`config.mk`:
```
export PLATFORM = sky130hd
export DESIGN_NAME = chg_irq_ctrl
export DESIGN_NICKNAME = d
export VERILOG_FILES = /design/src/rtl/chg_irq_pkg.sv /design/src/rtl/chg_irq_fault_latch.sv /design/src/rtl/chg_irq_pulse_timer.sv /design/src/rtl/chg_irq_ctrl.sv
export SDC_FILE = /design/constraint.sdc
export NUM_CORES = 1
export LEC_CHECK = 0
export BUFFER_PORTS_ARGS = -buffer_cell sky130_fd_sc_hd__buf_2
export CAP_MARGIN = 10
export CORE_ASPECT_RATIO = 1.2
export CORE_MARGIN = 2
export CORE_UTILIZATION = 52
export CTS_BUF_LIST = sky130_fd_sc_hd__clkbuf_4 sky130_fd_sc_hd__clkbuf_8
export DETAILED_ROUTE_END_ITERATION = 7
export GPL_ROUTABILITY_DRIVEN = 0
export HOLD_SLACK_MARGIN = 0.12
export PLACE_DENSITY = 0.77
export SLEW_MARGIN = 5
export SYNTH_ARGS = -nofsm -noshare
export SYNTH_HDL_FRONTEND = slang
export SYNTH_HIERARCHICAL = 1
export SYNTH_SLANG_ARGS = --single-unit
export TNS_END_PERCENT = 30
```
`constraint.sdc`:
```
create_clock -name clk -period 2.04 [get_ports clk]
set_input_delay 0 -clock clk [delete_from_list [all_inputs] [get_ports clk]]
set_output_delay 0 -clock clk [all_outputs]
set_load 0.01 [all_outputs]
```
`src/rtl/chg_irq_pkg.sv`:
```
package chg_irq_pkg;
   // Event strobe positions within evt_i
   localparam int EVT_SRC_ID   = 0;
   localparam int EVT_GOOD_IN  = 1;
   localparam int EVT_IN_GONE  = 2;
   localparam int EVT_CHG_DONE = 3;
   localparam int EVT_COUNT    = 4;

   function automatic int pulse_cycles(input int clk_mhz, input int width_us);
      return clk_mhz * width_us;
   endfunction

   function automatic int cnt_width(input int cycles);
      return (cycles < 2) ? 1 : $clog2(cycles);
   endfunction
endpackage

```
`src/rtl/chg_irq_fault_latch.sv`:
```
module chg_irq_fault_latch
   import chg_irq_pkg::*;
#(
   parameter int N_FAULT = 8
) (
   input  logic               clk,
   input  logic               rst_n,
   input  logic [N_FAULT-1:0] fault_i,
   input  logic               rd_i,
   output logic [N_FAULT-1:0] latch_o,
   output logic [N_FAULT-1:0] rd_data_o,
   output logic               fault_trig_o
);
   logic [N_FAULT-1:0] flt_q;
   logic [N_FAULT-1:0] rdd_q;
   logic               empty;

   generate
      if (N_FAULT < 1 || N_FAULT > 32) begin : g_bad_width
         $error("chg_irq_fault_latch: N_FAULT must lie in 1..32");
      end
      for (genvar b = 0; b < N_FAULT; b++) begin : g_bit
         always_ff @(posedge clk or negedge rst_n) begin
            if (!rst_n)          flt_q[b] <= 1'b0;
            else if (rd_i)       flt_q[b] <= fault_i[b];
            else if (fault_i[b]) flt_q[b] <= 1'b1;
         end
      end
   endgenerate

   always_ff @(posedge clk or negedge rst_n) begin
      if (!rst_n)    rdd_q <= '0;
      else if (rd_i) rdd_q <= flt_q;
   end

   assign empty        = (flt_q == '0);
   assign fault_trig_o = empty && (fault_i != '0);
   assign latch_o      = flt_q;
   assign rd_data_o    = rdd_q;

   // Captured bits never drop without a host read
   AST_STICKY_BITS: assert property (@(posedge clk) disable iff (!rst_n)
      !rd_i |=> ((flt_q & $past(flt_q)) == $past(flt_q)));
endmodule

```
`src/rtl/chg_irq_pulse_timer.sv`:
```
module chg_irq_pulse_timer
   import chg_irq_pkg::*;
#(
   parameter int PULSE_CYC = 64000
) (
   input  logic clk,
   input  logic rst_n,
   input  logic trig_i,
   output logic irq_n_o
);
   localparam int CW = cnt_width(PULSE_CYC);
   localparam logic [CW-1:0] LOAD = CW'(PULSE_CYC - 1);

   logic [CW-1:0] cnt_q;
   logic          irq_n_q;

   generate
      if (PULSE_CYC < 1) begin : g_bad_len
         $error("chg_irq_pulse_timer: PULSE_CYC must be at least 1");
      end
   endgenerate

   always_ff @(posedge clk or negedge rst_n) begin
      if (!rst_n) begin
         irq_n_q <= 1'b1;
         cnt_q   <= '0;
      end else if (irq_n_q) begin
         if (trig_i) begin
            irq_n_q <= 1'b0;
            cnt_q   <= LOAD;
         end
      end else if (cnt_q == '0) begin
         irq_n_q <= 1'b1;
      end else begin
         cnt_q <= cnt_q - 1'b1;
      end
   end

   assign irq_n_o = irq_n_q;

   // Checker: count low cycles independently of the down-counter
   int unsigned low_cnt;
   always_ff @(posedge clk or negedge rst_n) begin
      if (!rst_n)       low_cnt <= 0;
      else if (irq_n_q) low_cnt <= 0;
      else              low_cnt <= low_cnt + 1;
   end

   AST_PULSE_WIDTH: assert property (@(posedge clk) disable iff (!rst_n)
      $rose(irq_n_q) |-> (low_cnt == PULSE_CYC));
   AST_NO_EXTEND: assert property (@(posedge clk) disable iff (!rst_n)
      !irq_n_q |-> (low_cnt < PULSE_CYC));
endmodule

```
`src/rtl/chg_irq_ctrl.sv`:
```
module chg_irq_ctrl
   import chg_irq_pkg::*;
#(
   parameter int N_FAULT  = 8,
   parameter int N_EVT    = EVT_COUNT,
   parameter int CLK_MHZ  = 250,
   parameter int PULSE_US = 256
) (
   input  logic               clk,
   input  logic               rst_n,
   input  logic [N_EVT-1:0]   evt_i,
   input  logic [N_FAULT-1:0] fault_i,
   input  logic               rd_i,
   output logic               irq_n_o,
   output logic [N_FAULT-1:0] rd_data_o
);
   localparam int PULSE_CYC = pulse_cycles(CLK_MHZ, PULSE_US);

   logic [N_FAULT-1:0] latch;
   logic               fault_trig;
   logic               evt_any;
   logic               trig;

   generate
      if (N_EVT != EVT_COUNT) begin : g_bad_evt
         $error("chg_irq_ctrl: N_EVT must match the four defined events");
      end
   endgenerate

   chg_irq_fault_latch #(.N_FAULT(N_FAULT)) u_latch (
      .clk          (clk),
      .rst_n        (rst_n),
      .fault_i      (fault_i),
      .rd_i         (rd_i),
      .latch_o      (latch),
      .rd_data_o    (rd_data_o),
      .fault_trig_o (fault_trig)
   );

   assign evt_any = |evt_i;
   assign trig    = evt_any | fault_trig;

   chg_irq_pulse_timer #(.PULSE_CYC(PULSE_CYC)) u_timer (
      .clk     (clk),
      .rst_n   (rst_n),
      .trig_i  (trig),
      .irq_n_o (irq_n_o)
   );

   AST_FAULT_MASKED: assert property (@(posedge clk) disable iff (!rst_n)
      (latch != '0) && !evt_any && irq_n_o |=> irq_n_o);
   AST_PULSE_CAUSE: assert property (@(posedge clk) disable iff (!rst_n)
      $fell(irq_n_o) |-> $past(evt_any || fault_trig));
endmodule

```
==> results.md, run 1 <==
* Unique masters post-synth at 39
* Startpoint types: register
* Status: finished, final reports clean
* Via Count at 1,343
* Overall Global Routing Usage at 25.2%
* Reg2Reg Setup Slack at between 80 and 90 ps
* Final Hold Viols at 0
* DR vias/cell at approximately 6.0
* Critical Path Sink Type: register
* Prevailing post-synth register cell: dfrtp_1
* Syn avg cell area at ~11 sq um
* CP max stage cell: or4_4
* CP Class: reg -> reg
* DPL Wire Length at roughly 2.4 mm
* CP Max Fanout at 5
* Max Freq at about 510 MHz
* Hold path cells at 5
* Vias in the first global route at 1,351
* Top delay family on crit path: simple AND/OR/NAND/NOR gates
* VDD IR-drop max at 631 uV
* Global route overflow at 0
* Core area at ~0.0028 sq mm
* Post-DP Area at between 0.0015 and 0.002 sq mm
* Worst-Skew Late Latency at roughly 340 ps
* Crit-path cells: or4_4 > or3_4 > or3_1 > o211ai_1
* Pin count of the biggest net entering global routing at 34
* CTS tree: yes
* Initial Util at 54.5%
* Post-Syn Instances at between 100 and 150
* Ys async rst share at 100%
* Synthesized cell area at between 0.0015 and 0.002 sq mm
* Antenna-violating nets left at 0
* Max Cap Viol at 0
* Measured slew at the worst slew-check pin at slightly above 700 ps
* CP max stage delay at around 520 ps
* Die area at approximately 0.0034 sq mm
* FF-to-FF End: u_timer/cnt_q[15]
* Lkg Pwr at 0.810 nW
* Place WS at -17.2 ps
* Critical Path RT at roughly 2300 ps
* Rows at 21
* Normalized max-slew margin at 51.5%
* Yosys Warn Count at 6
* Tmin final at approximately 2000 ps
* Wire per inst at around 17 um
* Finished Cell Area at around 0.002 sq mm
* CTS HTree Levels at 2
* CP Depth at 4
* Nets at 205
* Post-synth EDFFs at 0
* Fill count at 204
* Period utilization at between 90% and 100%
* Switching share of power at between 20% and 30%
* Crit path arrival time at between 2000 and 2500 ps
* Worst setup margin at 81.5 ps
* DRT iter0 DRCs at a little under 70
* Register bit count reported by yosys at 33
* Clk network pwr share at between 30% and 40%
* CP startpoint: u_timer/cnt_q[7]
* Synthesis-to-finish area growth at 30.5%
* Internal power at 1.20 mW
* CTS Buf Count at 5
* Slew Viols, Final at 0
* Antenna Cells at 0
* PD cells at about 850 mW/mm^2
* Switching power at 0.496 mW
* Fraction of the yosys area taken by sequential cells at a little over half
* FF-to-FF Start: u_timer/cnt_q[7]
* Sequential group share of total power at 50.3%
* Initial antenna violation count at 0
* Global-route wire length before repair at 6.20 mm
* Final setup vio count at 0
* Die Height at ~63 um
* Syn nets at approximately 160
* Clock tree sinks at 33
* Critical path destination: u_timer/cnt_q[15]
* Worst-path clk slew at ~110 ps
* Hold Crit Class: in -> reg
* Skew final at 5.88 ps
* Unrepaired setup endpoints after global routing: no
* Gate power share at a little under a fifth
* R2R cell count at 4
* Die Wd at 53.6 um
* DRC at 0
* Port Buf Inserts at 23
* Crit path buffers/inverters at 0
* Pre-antenna DRT Iters at 4
* CTS Root Cell: clkbuf_4
* Clock Path Buffers at 2
* Top-Level Pins at 24
* Fin util at between 70% and 80%
* Routed Wire Length at about 3.8 mm
* Layout cells sized above 1 at between 30 and 40%
==> placed cells by master, fill, tap and decap left out, types with 3 or more instances in the layout <==
master,instances
a211oi_1,4
a21o_1,7
a21oi_1,4
a31oi_1,6
buf_2,23
buf_4,11
clkbuf_4,5
dfrtp_1,31
dlygate4sd3_1,13
inv_1,6
mux2_2,8
mux2i_1,3
nand2_1,7
nor2_1,9
nor3_1,3
nor4_1,7
o21ai_0,6
==> worst min path at each step <==
| stage | slack [ps] | start | end |
|---|---|---|---|
| after floorplan | -300 | rst_n | u_latch/latch_o[0] |
| after global placement | 80 | rst_n | u_timer/cnt_q[8] |
| after detailed placement | 100 | rst_n | u_timer/cnt_q[9] |
| after CTS | 120 | evt_i[1] | u_timer/cnt_q[10] |
| after global routing | 170 | evt_i[1] | u_timer/cnt_q[10] |
| final | 160 | evt_i[1] | u_timer/cnt_q[10] |
==> kinds of logic after synthesis <==
family                     count (synthesis)  synth area share, %
muxes                                     11                 7.84
xor gates and xnor gates                   1                0.572
AOI/OAI and AO/OA                         38                 16.6
buffers and inverters                     10                 2.61
DFF                                       33                 54.0
adders and majority gates                  1                0.816
and+or+nand+nor                           45                 17.6
==> layer usage <==
metal | share of wire [%] | GRT usage, %
met1 | 39 | 29.8
met2 | 54 | 42.3
met3 | 5.3 | 7.82
met4 | 1.2 | 8.01
met5 | 0 | 0
==> synth_stat cells, types with 3 or more instances <==
| cell | instances | share of area (%) |
|---|---|---|
| nor2_1 | 9 | 2.2 |
| dfrtp_1 | 32 | 52 |
| mux2i_1 | 3 | 2.0 |
| o21ai_0 | 6 | 2.0 |
| a31oi_1 | 6 | 2.4 |
| a21o_1 | 7 | 3.4 |
| nor4_1 | 8 | 3.3 |
| nand2_1 | 7 | 1.7 |
| a21oi_1 | 4 | 1.3 |
| mux2_2 | 8 | 5.9 |
| inv_1 | 6 | 1.5 |
| a211oi_1 | 4 | 2.0 |
| nor3_1 | 4 | 1.3 |
==> power groups by stage <==
| stage | registers [mW] | clock network, mW | logic (mW) |
|---|---|---|---|
| 2_1_floorplan | 0.845 | 0 | 0.158 |
| 3_3_place_gp | 0.839 | 0 | 0.267 |
| 3_5_place_dp | 0.847 | 0 | 0.280 |
| 4_1_cts | 0.836 | 0.533 | 0.301 |
| 5_1_grt | 0.863 | 0.571 | 0.353 |
| 6_report | 0.851 | 0.521 | 0.320 |
==> worst min-delay path, cell delays in order <==
cell	delay, ps
buf_2	80
nor3_1	40
nand2_1	100
buf_4	150
o22ai_1	90
==> per-stage QoR <==
| stage | power, mW | std cells | TNS (ps) | hold slack [ps] |
|---|---|---|---|---|
| floorplan | 1.00 | 139 | 0 | -296 |
| global placement | 1.11 | 203 | 0 | 82.1 |
| detailed placement | 1.13 | 203 | -17.2 | 105 |
| CTS | 1.67 | 224 | 0 | 121 |
| global route | 1.79 | 224 | 0 | 170 |
| finish | 1.69 | 224 | 0 | 161 |
==> area by class of cell <==
cell class	instances	area (sq um)	area share [%]
sequential	33	828	41.4
multi-input combinational	96	691	34.5
timing repair buffer	47	328	16.4
clock buffer	6	51.3	2.56
tap	34	42.5	2.13
clock inverter	2	37.5	1.88
inverter	6	22.5	1.13
==> sequential cells by signal, summed over array words and instances (netlist names) <==
register	count
u_timer/irq_n_o	1
u_latch/rd_data_o	8
u_latch/latch_o	8
u_timer/cnt_q	16
==> timing repair <==
action,in CTS,in global routing
endpoints found under the hold margin,49,0
pin swaps,0,1
hold buffers,13,0
resized for setup,1,6
endpoints found under the setup margin,1,10
buffers inserted,0,0
No activity file was read; power rests on OpenSTA's default activity.
==> inputs of run 2 (changes only) <==
--- a/config.mk
+++ b/config.mk
@@ -8,14 +8,13 @@
 export BUFFER_PORTS_ARGS = -buffer_cell sky130_fd_sc_hd__buf_2
 export CAP_MARGIN = 10
 export CORE_ASPECT_RATIO = 1.2
-export CORE_MARGIN = 2
+export CORE_MARGIN = 10
 export CORE_UTILIZATION = 52
 export CTS_BUF_LIST = sky130_fd_sc_hd__clkbuf_4 sky130_fd_sc_hd__clkbuf_8
 export DETAILED_ROUTE_END_ITERATION = 7
 export GPL_ROUTABILITY_DRIVEN = 0
 export HOLD_SLACK_MARGIN = 0.12
 export PLACE_DENSITY = 0.77
-export SLEW_MARGIN = 5
 export SYNTH_ARGS = -nofsm -noshare
 export SYNTH_HDL_FRONTEND = slang
 export SYNTH_HIERARCHICAL = 1
==> run 2 against run 1 <==
  * Wire length rose by 2.1%
  * Power rose by 0.37%
  * Sequential share of layout area fell by 0.052 points
  * Worst hold slack got worse by 22 ps
  * Via count rose by 0.67%
  * Critical path type unchanged
  * Critical endpoint unchanged
==> results.md, run 2 (same netlist as run 1, synthesis figures left out) <==
* Fin util at 71.3%
* Worst-Skew Late Latency at about 330 ps
* CTS tree: yes
* Global route overflow at 0
* DPL Wire Length at roughly 2.7 mm
* Nets at between 200 and 250
* Via Count at between 1k and 1.5k
* Most common cell after layout, fill and taps aside: dfrtp_1
* Wire per inst at about 17 um
* Final setup vio count at 0
* Global-route wire length before repair at around 6.8 mm
* DRC at 0
* Layout cells sized above 1 at between 30% and 40%
* Fill count at 194
* Critical Path RT at 2280 ps
* Final Hold Viols at 0
* Measured slew at the worst slew-check pin at between 700 and 800 ps
* Place WS at -38.4 ps
* Tmin final at 2000 ps
* Unrepaired setup endpoints after global routing: yes
* Initial antenna violation count at 0
* Slew Viols, Final at 0
* Busiest metal layer after global routing: met2
* Skew final at approximately 8.4 ps
* CTS Root Cell: clkbuf_4
* Die area at around 0.0055 sq mm
* Hold Crit Class: in -> reg
* PD cells at between 800 and 900 mW/mm^2
* M3 GR Usage at 4.60%
* Worst Min Path Start: evt_i[0]
* Hold path cells at 5
* Die Height at 79.5 um
* Period utilization at a little over nine tenths
* Port Buf Inserts at 23
* Post-Layout Cell Count at between 200 and 250
* CTS Buf Count at 5
* Critical Path Sink Type: register
* Initial Util at a little over half
* Vias in the first global route at about 1.4k
* Grt met1 use at approximately 16%
* FF-to-FF Start: u_timer/cnt_q[2]
* DR vias/cell at approximately 6
* CP Class: reg -> reg
* Clock Path Buffers at 2
* Biggest register: u_timer/cnt_q
* Hold endpoint: u_timer/cnt_q[10]
* Antenna Cells at 0
* Rows at 21
* Antenna-violating nets left at 0
* Max Freq at approximately 500 MHz
* GR met2 Demand/Resource at 25.8%
* Cells after DPL at 204
* Die Wd at slightly below 70 um
* Max Cap Viol at 0
* Crit path arrival time at between 2000 and 2500 ps
* Worst-path clk slew at ~110 ps
* VDD IR-drop max at roughly 800 uV
* Clock tree sinks at 33
* Status: finished, final reports clean
* Synthesis-to-finish area growth at 30.7%
* Core area at between 0.002 and 0.003 sq mm
* CTS HTree Levels at 2
* CP Max Fanout at 7
* Largest register FFs at 16
* Pin count of the biggest net entering global routing at 34
* Routed Wire Length at about 3.9 mm
* Top-Level Pins at 24
* Reg2Reg Setup Slack at roughly 35 ps
* FF-to-FF End: u_timer/cnt_q[15]
* DRT iter0 DRCs at between 90 and 100
* Startpoint types: register
* Pre-antenna DRT Iters at 4
* Most frequent cells in the layout: 31 x dfrtp_1, 23 x buf_2, 13 x buf_4
* Lkg Pwr at between 0.8 and 0.9 nW
* Worst setup margin at approximately 35 ps
* Normalized max-slew margin at a little over half
* Overall Global Routing Usage at approximately 15%
* R2R cell count at 4
-- run 2: power by group --
group          internal, mW  switching, mW
combinational         0.164          0.158
clock                 0.291          0.234
sequential            0.748          0.104
total                  1.20          0.496
-- run 2: final cells by class --
class / instances / area, sq um / area share (%)
tap: 34 / 42.5 / 2.12
clock buffer: 6 / 51.3 / 2.56
timing repair buffer: 48 / 333 / 16.6
inverter: 6 / 22.5 / 1.12
sequential: 33 / 828 / 41.3
clock inverter: 2 / 37.5 / 1.87
multi-input combinational: 96 / 688 / 34.4
-- run 2: repair_timing --
item	CTS	global route
resized for setup	1	5
hold buffers	12	0
pin swaps	0	0
setup endpoints to repair	3	12
endpoints found under the hold margin	49	0
buffers inserted	1	0
-- run 2: worst max-delay path by stage --
stage | depth (start not counted) | startpoint | to
4_1_cts | 7 | u_timer/cnt_q[0] | u_timer/cnt_q[14]
2_1_floorplan | 7 | u_timer/cnt_q[0] | u_timer/cnt_q[2]
5_1_grt | 7 | u_timer/cnt_q[0] | u_timer/cnt_q[14]
3_3_place_gp | 6 | u_timer/cnt_q[0] | u_timer/cnt_q[10]
3_5_place_dp | 6 | u_timer/cnt_q[0] | u_timer/cnt_q[10]
6_report | 4 | u_timer/cnt_q[2] | u_timer/cnt_q[15]
-- run 2: through the flow --
stage | cell area (sq um) | total power [mW] | TNS (ps) | hold slack, ps
after floorplan | 1530 | 1.00 | 0 | -296
after global placement | 1760 | 1.12 | 0 | 85.0
after detailed placement | 1760 | 1.15 | -38.4 | 98.8
after CTS | 1980 | 1.69 | -23.4 | 140
after global routing | 2000 | 1.78 | -113 | 147
final | 2000 | 1.70 | 0 | 139
-- run 2: worst max-delay path, cell delays in order, from the launching register on --
cell and delay (ps):
dfrtp_2 470, or4_4 530, or3_4 370, or3_1 350
o211ai_1 200
-- run 2: routing by layer --
layer	vias to the layer above	routed length (um)
li1	635	-
met1	665	1640
met2	45	1970
met3	7	193
met4	0	59
met5	-	0
==> inputs of run 3 (changes only) <==
--- a/config.mk
+++ b/config.mk
@@ -8,7 +8,6 @@
 export BUFFER_PORTS_ARGS = -buffer_cell sky130_fd_sc_hd__buf_2
 export CAP_MARGIN = 10
 export CORE_ASPECT_RATIO = 1.2
-export CORE_MARGIN = 10
 export CORE_UTILIZATION = 52
 export CTS_BUF_LIST = sky130_fd_sc_hd__clkbuf_4 sky130_fd_sc_hd__clkbuf_8
 export DETAILED_ROUTE_END_ITERATION = 7
==> run 3 against run 2 <==
  * Count of clock-buffer cells in the layout is the same
  * Combinational power is essentially flat
  * Critical path depth is the same
  * Wire length shrank 6.9%
  * Via count shrank 3.0%
  * Power shrank 0.27%
  * Non-clock buffer count is the same
  * Clock skew shrank 2.8 ps
  * Die area shrank 43%
  * First-iteration DRC count shrank 45%
  * Worst hold slack gained 100 ps
==> results.md, run 3 (same netlist as run 1, synthesis figures left out) <==
* Clock tree sinks at 33
* Top delay family on crit path: simple AND/OR/NAND/NOR gates
* Setup Fix Bufs, Post-CTS at 0
* Rows at 21
* Pin count of the biggest net entering global routing at 34
* Synthesis-to-finish area growth at 31.3%
* Slew Viols, Final at 0
* Core area at ~0.0028 sq mm
* CTS Root Cell: clkbuf_4
* Pre-antenna DRT Iters at 4
* Worst-path clk slew at 110 ps
* Global-route wire length before repair at between 6 and 7 mm
* Biggest register: u_timer/cnt_q
* Nets at a little over 200
* Critical Path Sink Type: register
* Antenna-violating nets left at 0
* CP Class: reg -> reg
* Status: finished, final reports clean
* CP Max Fanout at 5
* VDD IR-drop max at 754 uV
* Crit-path cells: or4_4 > or3_4 > or3_1 > o211ai_1
* CTS tree: yes
* Most common cell after layout, fill and taps aside: dfrtp_1
* Skew final at roughly 5.6 ps
* Largest register FFs at 16
* Final Hold Viols at 0
* DRT iter0 DRCs at 52
* DR vias/cell at 5.83
* Die Height at approximately 61 um
* Hold Crit Class: in -> async
* Layout cells sized above 1 at 32.5%
* Switching power at between 0.4 and 0.5 mW
* Crit path buffers/inverters at 0
* Fill count at between 200 and 250
* Die area at 0.00317 sq mm
* Max Freq at just over 500 MHz
* Wire per inst at 16.0 um
* PD cells at about 840 mW/mm^2
* Place WS at about 24 ps
* Switching share of power at roughly 29%
* Measured slew at the worst slew-check pin at 724 ps
* CTS HTree Levels at 2
* Final setup vio count at 0
* Antenna Cells at 0
* Port Buf Inserts at 23
* Top-Level Pins at 24
* Tmin final at about 2000 ps
* CP max stage cell: or4_4
* Initial antenna violation count at 0
* Clk network pwr share at between 30% and 40%
* Clock Path Buffers at 2
* Most frequent cells in the layout: 31 x dfrtp_1, 23 x buf_2, 14 x dlygate4sd3_1
* Period utilization at 96.3%
* Lkg Pwr at just over 0.8 nW
* DPL Wire Length at roughly 2.3 mm
* Worst hold slack at 242 ps
* Normalized max-slew margin at a little over 50%
* Initial Util at 55.0%
* Gate power share at roughly a fifth
* CP max stage delay at around 540 ps
* Startpoint types: register
* Routed Wire Length at roughly 3.6 mm
* Critical Path RT at about 2300 ps
* CTS Buf Count at 5
* Crit path arrival time at about 2200 ps
* Global route overflow at 0
* Internal power at around 1.2 mW
* PnR Total Power at 1.69 mW
* Unrepaired setup endpoints after global routing: yes
* Sequential group share of total power at about half
* Via Count at 1,312
* Reg2Reg Setup Slack at between 70 and 80 ps
* Worst setup margin at ~74 ps
* DRC at 0
* Die Wd at approximately 52 um
* Vias in the first global route at between 1k and 1.5k
* Overall Global Routing Usage at 26.8%
* Worst-Skew Late Latency at between 300 and 400 ps
* Max Cap Viol at 0
==> run 3: through the flow <==
step	cell area [sq um]	std cells	utilization, %	setup TNS [ps]
6_report	2010	225	72.3	0
5_1_grt	2010	225	72.3	-15.2
4_1_cts	1990	225	71.4	0
3_5_place_dp	1760	203	63.0	0
3_3_place_gp	1760	203	63.0	0
2_1_floorplan	1530	139	-	0
==> run 3: power by group through the flow <==
stage               logic (mW)  clock network, mW  registers [mW]
finish                   0.322              0.529           0.843
global route             0.357              0.568           0.860
CTS                      0.311              0.541           0.834
detailed placement       0.289                  0           0.846
global placement         0.276                  0           0.839
floorplan                0.158                  0           0.845
==> run 3: final timing paths <==
check / endpoint / depth (start not counted) / from
setup / recovery: u_timer/cnt_q[15] / 4 / u_timer/cnt_q[7]
hold / removal: u_timer/cnt_q[12] / 2 / rst_n
setup reg to reg: u_timer/cnt_q[15] / 4 / u_timer/cnt_q[7]
hold reg to reg: u_latch/latch_o[0] / 1 / u_latch/latch_o[0]
max in group asynchronous: u_timer/cnt_q[7] / 2 / rst_n
min in group clk: u_latch/latch_o[1] / 3 / fault_i[1]
==> run 3: repair_timing <==
item                       CTS  global route
setup endpoints to repair    1            11
hold buffers                14             0
gates resized for setup      1             6
hold endpoints to repair    51             0
cloned                       0             0
==> run 3: per-layer routing <==
layer | GRT usage, % | routed length [um] | vias up
met1 | 30.5 | 1470 | 613
met5 | 0 | 0 | -
met4 | 11.6 | 87 | 0
met2 | 46.9 | 1810 | 53
met3 | 7.90 | 220 | 8
li1 | - | - | 638
==> run 3: layout make-up <==
cell class	count	area [sq um]	share of cell area, %
well taps	34	42.5	2.11
clock buffers	6	51.3	2.55
repair buffers	48	338	16.8
inverters	6	22.5	1.12
multi-input cells	96	693	34.4
flip-flops and latches	33	828	41.1
clock inverters	2	37.5	1.86
